`src/rtl/ata_taskfile_regs.sv`:
```
module ata_taskfile_regs #(
  parameter logic DEV_ID   = 1'b0,
  parameter int   RST_HOLD = 4
) (
  input  logic        clk,
  input  logic        rst_n,
  input  logic        bus_cs,
  input  logic        bus_ctl,
  input  logic [2:0]  bus_addr,
  input  logic        bus_wr,
  input  logic        bus_rd,
  input  logic [7:0]  bus_wdata,
  output logic [7:0]  bus_rdata,
  input  logic        exec_done,
  input  logic        exec_err,
  input  logic [7:0]  err_code,
  input  logic        drq_i,
  output logic        dev_sel,
  output logic [27:0] lba,
  output logic        lba_mode,
  output logic [7:0]  sector_count,
  output logic [7:0]  features,
  output logic        cmd_start,
  output logic [7:0]  cmd_code,
  output logic        soft_rst,
  output logic        intrq
);

  localparam int HW = $clog2(RST_HOLD + 1);

  logic [7:0]    feat_q, secc_q, secn_q, cyll_q, cylh_q, dh_q, err_q, cmd_q;
  logic          bsy, drdy, errb, pend, nien, srst, start_q;
  logic [HW-1:0] hold_cnt;
  logic [7:0]    status;

  wire wr_acc  = bus_cs & bus_wr;
  wire rd_acc  = bus_cs & bus_rd;
  wire cb_wr   = wr_acc & ~bus_ctl;
  wire ctl_wr  = wr_acc & bus_ctl & (bus_addr == 3'd2);
  wire tf_ok   = cb_wr & ~bsy;
  wire cmd_wr  = tf_ok & (bus_addr == 3'd7) & dev_sel;
  wire stat_rd = rd_acc & ~bus_ctl & (bus_addr == 3'd7) & dev_sel;
  wire done_ok = exec_done & bsy & ~srst & (hold_cnt == '0);

  assign dev_sel      = (dh_q[4] == DEV_ID);
  assign status       = {bsy, drdy, 2'b00, drq_i & ~bsy, 2'b00, errb};
  assign lba          = {dh_q[3:0], cylh_q, cyll_q, secn_q};
  assign lba_mode     = dh_q[6];
  assign sector_count = secc_q;
  assign features     = feat_q;
  assign cmd_start    = start_q;
  assign cmd_code     = cmd_q;
  assign soft_rst     = srst;
  assign intrq        = pend & ~nien & dev_sel;

  always_comb begin
    bus_rdata = 8'h00;
    if (rd_acc && dev_sel) begin
      if (bus_ctl) begin
        if (bus_addr == 3'd2) bus_rdata = status;
      end else begin
        case (bus_addr)
          3'd1: bus_rdata = err_q;
          3'd2: bus_rdata = secc_q;
          3'd3: bus_rdata = secn_q;
          3'd4: bus_rdata = cyll_q;
          3'd5: bus_rdata = cylh_q;
          3'd6: bus_rdata = dh_q;
          3'd7: bus_rdata = status;
          default: bus_rdata = 8'h00;
        endcase
      end
    end
  end

  always_ff @(posedge clk or negedge rst_n) begin
    if (!rst_n) begin
      feat_q <= '0; secc_q <= '0; secn_q <= '0; cyll_q <= '0;
      cylh_q <= '0; dh_q <= '0; err_q <= '0; cmd_q <= '0;
      bsy <= 1'b0; drdy <= 1'b1; errb <= 1'b0; pend <= 1'b0;
      nien <= 1'b0; srst <= 1'b0; start_q <= 1'b0; hold_cnt <= '0;
    end else begin
      start_q <= cmd_wr;
      if (tf_ok) begin
        case (bus_addr)
          3'd1: feat_q <= bus_wdata;
          3'd2: secc_q <= bus_wdata;
          3'd3: secn_q <= bus_wdata;
          3'd4: cyll_q <= bus_wdata;
          3'd5: cylh_q <= bus_wdata;
          3'd6: dh_q   <= bus_wdata;
          default: ;
        endcase
      end
      if (cmd_wr) begin
        cmd_q <= bus_wdata;
        bsy   <= 1'b1;
        drdy  <= 1'b0;
        errb  <= 1'b0;
        pend  <= 1'b0;
      end
      if (stat_rd) pend <= 1'b0;
      if (done_ok) begin
        bsy   <= 1'b0;
        drdy  <= 1'b1;
        errb  <= exec_err;
        err_q <= exec_err ? err_code : 8'h00;
        pend  <= 1'b1;
      end
      if (ctl_wr) nien <= bus_wdata[1];
      if (ctl_wr && bus_wdata[2]) begin
        srst <= 1'b1; bsy <= 1'b1; drdy <= 1'b0; errb <= 1'b0; pend <= 1'b0;
        feat_q <= '0; secc_q <= '0; secn_q <= '0; cyll_q <= '0;
        cylh_q <= '0; dh_q <= '0; err_q <= '0; hold_cnt <= '0;
      end else if (ctl_wr && srst) begin
        srst     <= 1'b0;
        hold_cnt <= HW'(RST_HOLD);
      end else if (hold_cnt != '0) begin
        hold_cnt <= hold_cnt - 1'b1;
        if (hold_cnt == HW'(1)) begin
          bsy  <= 1'b0;
          drdy <= 1'b1;
        end
      end
    end
  end

  AST_START_PULSE: assert property (@(posedge clk) disable iff (!rst_n)
    cmd_start |=> !cmd_start);
  AST_UNSEL_NO_CMD: assert property (@(posedge clk) disable iff (!rst_n)
    (!dev_sel && cb_wr && bus_addr == 3'd7) |=> !cmd_start);
  AST_DONE_STATUS: assert property (@(posedge clk) disable iff (!rst_n)
    done_ok |=> (!bsy && drdy && pend));
  AST_STAT_RD_CLEARS: assert property (@(posedge clk) disable iff (!rst_n)
    (stat_rd && !done_ok && !cmd_wr) |=> !intrq);
  AST_BUSY_HOLDS_TF: assert property (@(posedge clk) disable iff (!rst_n)
    (bsy && cb_wr) |=> $stable(lba));
  AST_SRST_BUSY: assert property (@(posedge clk) disable iff (!rst_n)
    soft_rst |-> bsy);
  AST_SRST_RELEASE_BUSY: assert property (@(posedge clk) disable iff (!rst_n)
    $fell(soft_rst) |-> bsy);

endmodule

```
`config.mk`:
```
export PLATFORM = sky130hd
export DESIGN_NAME = ata_taskfile_regs
export DESIGN_NICKNAME = d
export VERILOG_FILES = /design/src/rtl/ata_taskfile_regs.sv
export SDC_FILE = /design/constraint.sdc
export NUM_CORES = 1
export LEC_CHECK = 0
export BUFFER_PORTS_ARGS = -buffer_cell sky130_fd_sc_hd__buf_4
export CORE_UTILIZATION = 40
export DETAILED_ROUTE_END_ITERATION = 10
export GPL_TIMING_DRIVEN = 0
export SETUP_SLACK_MARGIN = 0.02
export SYNTH_ARGS = -nofsm -noshare
export SYNTH_HDL_FRONTEND = slang
export SYNTH_SLANG_ARGS = --single-unit
```
`constraint.sdc`:
```
create_clock -name clk -period 2.4 [get_ports clk]
set_clock_uncertainty 0.15 [all_clocks]
set_input_delay 0 -clock clk [delete_from_list [all_inputs] [get_ports clk]]
set_output_delay 0 -clock clk [all_outputs]
set_load 0.005 [all_outputs]
```
Word level (Yosys, flattened, before mapping)
Index checks and enable logic that the tools add are counted.
{"block": "classes", "n_eq_ne": 8, "n_bitwise": 22, "n_addsub": 1, "mux": 48, "n_reduce_logical": 23}
{"cell": "8-bit two-way mux", "n": 24}
{"cell": "8-bit one-hot mux with 7 select lines", "n": 1}
{"cell": "1-bit two-way mux", "n": 20}
{"cell": "2-bit nonzero test", "n": 9}
{"cell": "1-bit AND", "n": 17}
{"cell": "3-bit equality test, second input constant", "n": 4}
{"cell": "2-bit AND reduction", "n": 6}
{"cell": "3-bit two-way mux", "n": 3}
{"cell": "3-bit nonzero test", "n": 3}
{"cell": "3-bit by 1-bit equality test with 1-bit output, second input constant", "n": 2}
{"cell": "3-bit by 2-bit equality test with 1-bit output, second input constant", "n": 2}
{"cell": "1-bit inverter", "n": 5}
{"cell": "4-bit nonzero test", "n": 1}
{"cell": "1-bit logical AND", "n": 3}
{"cell": "3-bit zero test", "n": 1}
{"cell": "3-bit by 1-bit subtractor with 3-bit output, second input constant", "n": 1}
{"block": "word_totals", "out_inout_bits": 65, "reg_bits": 74}

Longest topological paths before layout
{"block": "logic_depth", "word_depth": 11, "depth_mapped": 7, "mapped_depth_nobuf": 6}

Worst setup path before layout
OpenSTA, ideal clock, no wires.
{"block": "synth_timing", "kind": "reg2reg", "from": "register bsy", "to": "register cmd_q[3], in the netlist cmd_code[3]", "arrival_time_ns": 1.716, "slack_ns": 0.409, "path_stages_with_launch": 6, "synth_period_minus_slack_ns": 1.991, "setup_time_ns": 0.125, "required_ns": 2.125, "cell_sequence": "dfrtp_1 > nand4bb_4 > or4b_4 > buf_6 > buf_8 > mux2_4"}
{"block": "synth_via", "elab_chain_len": 4}
{"element": "start, declared", "line": "32", "text": "logic bsy, drdy, errb, pend, nien, srst, start_q;"}
{"element": "start signal, assigned", "line": "80", "text": "bsy <= 1'b0; drdy <= 1'b1; errb <= 1'b0; pend <= 1'b0;"}
{"element": "start signal, assigned", "line": "97", "text": "bsy <= 1'b1;"}
{"element": "start signal, assigned", "line": "104", "text": "bsy <= 1'b0;"}
{"element": "1-bit inverter", "line": "40", "text": "wire tf_ok = cb_wr & ~bsy;"}
{"element": "1-bit AND", "line": "40"}
{"element": "1-bit AND (2 in series)", "line": "41", "text": "wire cmd_wr = tf_ok & (bus_addr == 3'd7) & dev_sel;"}
{"element": "end signal, assigned", "line": "96", "text": "cmd_q <= bus_wdata;"}
{"element": "end, declared", "line": "31", "text": "logic [7:0] feat_q, secc_q, secn_q, cyll_q, cylh_q, dh_q, err_q, cmd_q;"}
Every way passes these cells.
A chain may end at the register's enable or synchronous reset.

Worst setup path in the final report
{"block": "layout_timing", "from": "register dh_q[4]", "to": "output bus_rdata[6]"}
{"block": "layout_via", "elab_chain_len": 3}
{"element": "start, declared", "line": "31"}
{"element": "start signal, assigned", "line": "91", "text": "3'd6: dh_q <= bus_wdata;"}
{"element": "1-bit inverter", "line": "45", "text": "assign dev_sel = (dh_q[4] == DEV_ID);"}
{"element": "1-bit logical AND", "line": "58", "text": "if (rd_acc && dev_sel) begin"}
{"element": "8-bit two-way mux", "line": "58"}
{"element": "end, declared", "line": "13", "text": "output logic [7:0] bus_rdata,"}
Every way passes these cells.

==> results.toml <==
[cells_and_area]
final_common_cell = "buf_4"
antennaDiodeCount = 0
areaGrowthSynthToFinish_pct = 33.0
drive_gt1_share_pct = 29.2
design_area_mm2 = 0.00495
layout_common_cells = "buf_4 (96), dfrtp_1 (73), nor2_1 (43)"
nets = 523
final_cells = 604

[timing]
final.setup.tns_ns = 0
setup_violations = 0
drv_slew = 0
min_period_ns = 2.33
hold_violations = 0
slew_headroom_pct = 36.5
tightest_slew_ns = 0.953
holdWs_ns = 0.0262
rsz0062_at_grt = "true"
layout_setup_ws_ns = 0.0694
max_freq_mhz = 429
post-route-period-util_pct = 97.1

[synthesis]
ys.flop_type = "dfrtp_1"
ys_ff_latch = 74
yosysUniqueCellTypes = 51
synth_enable_flop_cells = 0
synth_area_mm2 = 0.00373
synth_fp_nets = 402
async_flop_share_pct = 100
ys_seq_area_share_pct = 49.7
yosysWarningCount = 0
syn_area_per_cell_um2 = 10.0
synthCells = 371

[global_routing]
grt_util_met3_pct = 4.89
gr-usage-met1_pct = 34.4
antenna_found_initial = 0
grt_pass1_wl_mm = 17.8
grt_busiest_layer = "met2"
gr-total-overflow = 0
grt_max_degree = 75
grt_pass1_vias = 3258
gr-usage-met2_pct = 37.9
grt_use_total_pct = 24.3

[detailed_routing]
drtPass1Iterations = 10
wirelength_mm = 11.4
wl_per_cell_um = 18.9
drc_errors = 1
ant_nets = 0
viasPerCell = 5.47
dr_total_vias = 3305
first_iter_violations = 301

[placement]
place_inst = 569
place.gp.congestion = 0.873
io_buffers = 90
pre_cts_slack_ns = 0.125
dp_hpwl_mm = 8.04
dpl_cell_area_mm2 = 0.00454

[cts]
clk_pin_slew_ns = 0.07
cts_tree = "done"
root_buffer = "clkbuf_8"
insertion_delay_ns = 0.35
htreeDepth = 3
postCtsSetupBuffers = 0
clock-sinks = 74
clock_path_buffers = 2
numCtsBuffers = 9

[setup_path]
cp_max_fo = 6
r2r-end = "cyll_q[2]$_DFFE_PN0P_"
r2r_slack_ns = 0.19
end_kind = "output pin"
crit_required_ns = 2.25
critical_path_arrival_ns = 2.18
worstSetupStartpointType = "flip-flop"
path_class = "reg -> out"
reg2regPathDepth = 5
r2r-start = "bsy$_DFF_PN0_"

[floorplanning]
ios = 93
die_x_um = 98.5
start_util_pct = 42.1
fp.dieArea_mm2 = 0.00971
coreArea_mm2 = 0.00885
die_h_um = 98.5
rows = 34

[worst_hold_path]
hold_path_depth = 4
hold_class = "in -> reg"
min-delay-start = "bus_wr"
min_to = "hold_cnt[2]$_DFFE_PN0P_"

[power]
p_per_area_mw_per_mm2 = 871
p_leak_nw = 2.52
vdd_drop_max_mv = 0.357

[job]
timing.max_cap.violations = 0

[status]
violations = "design-rule violations"
outcome = "finished with violations"
==> area by class of cell <==
type / instances / area [um^2]
Tap cell: 108 / 135
Fill cell: 811 / 3890
Timing Repair Buffer: 110 / 876
Clock inverter: 5 / 80.1
Multi-Input combinational cell: 255 / 1670
Inverter: 17 / 63.8
Sequential cell: 74 / 1850
Buffer: 25 / 145
Clock buffer: 10 / 128
==> per-layer routing <==
layer  part of all wire, %  wire length, um
met1                    46             5290
met2                    46             5250
met3                   5.5              630
met4                   2.0              231
met5                     0                0
==> cells by family (layout without fill, tap and decap cells) <==
group                    after synthesis  count (layout)  synth area share (%)
AND/OR/NAND/NOR                      128             128                  17.0
AO/OA/AOI/OAI                         77              77                  13.0
flip-flops                            74              74                  49.7
multiplexers                          46              46                  13.5
buffers and inverters                 42             167                  5.54
adder cells (fa/ha/maj)                3               3                  1.01
XOR/XNOR                               1               1                 0.235
==> timing repair <==
item	4_1_cts	5_1_grt
setup endpoints to repair	0	16
hold buffers	20	0
endpoints found under the hold margin	142	0
resized for setup	0	6
==> power breakdown <==
group | switching, mW | internal, mW
logic | 0.579 | 0.751
registers | 0.311 | 1.63
clock network | 0.464 | 0.578
total | 1.35 | 2.96
==> critical path, stage by stage, from the launching register on <==
cell,delay (ns)
dfrtp_1,0.44
inv_1,0.10
nand3_1,0.24
a211o_1,0.42
o32ai_1,0.43
buf_4,0.19
==> metrics by stage <==
stage	total power, mW	utilization, %
after detailed placement	3.27	51.3
after CTS	4.33	55.9
after global routing	4.58	56.0
after global placement	3.22	51.3
final	4.31	56.0
after floorplan	2.53	-
==> registers in the layout, indices dropped and copies added, names as in the netlist, 3 cells and up <==
name and flops:
cmd_code 8, cylh_q 8, cyll_q 8, dh_q 8
err_q 8, features 8, hold_cnt 3, secn_q 8
sector_count 8
==> worst max-delay path by stage <==
stage / start / end
4_1_cts: bus_addr[2] / bus_rdata[3]
6_report: dh_q[4]$_DFFE_PN0P_ / bus_rdata[6]
5_1_grt: bsy$_DFF_PN0_ / cyll_q[2]$_DFFE_PN0P_
3_5_place_dp: bsy$_DFF_PN0_ / features[2]$_DFFE_PN0P_
2_1_floorplan: bsy$_DFF_PN0_ / cmd_code[3]$_DFFE_PN0P_
3_3_place_gp: bsy$_DFF_PN0_ / features[2]$_DFFE_PN0P_
==> cells in the mapped netlist (3+ instances only) <==
master	number	area [um^2]
a211oi_1	8	60.1
a21oi_1	27	135
a221oi_1	6	52.6
buf_2	6	30.0
buf_4	6	45.0
clkbuf_1	9	33.8
dfrtp_1	73	1830
ha_1	3	37.5
inv_1	17	63.8
mux2_2	7	78.8
mux2_4	4	60.1
mux2i_1	34	340
nand2_1	36	135
nand3_1	26	130
nor2_1	43	161
nor2b_1	6	37.5
o21ai_0	19	95.1
Note: power is estimated with default switching activity, not from simulation.
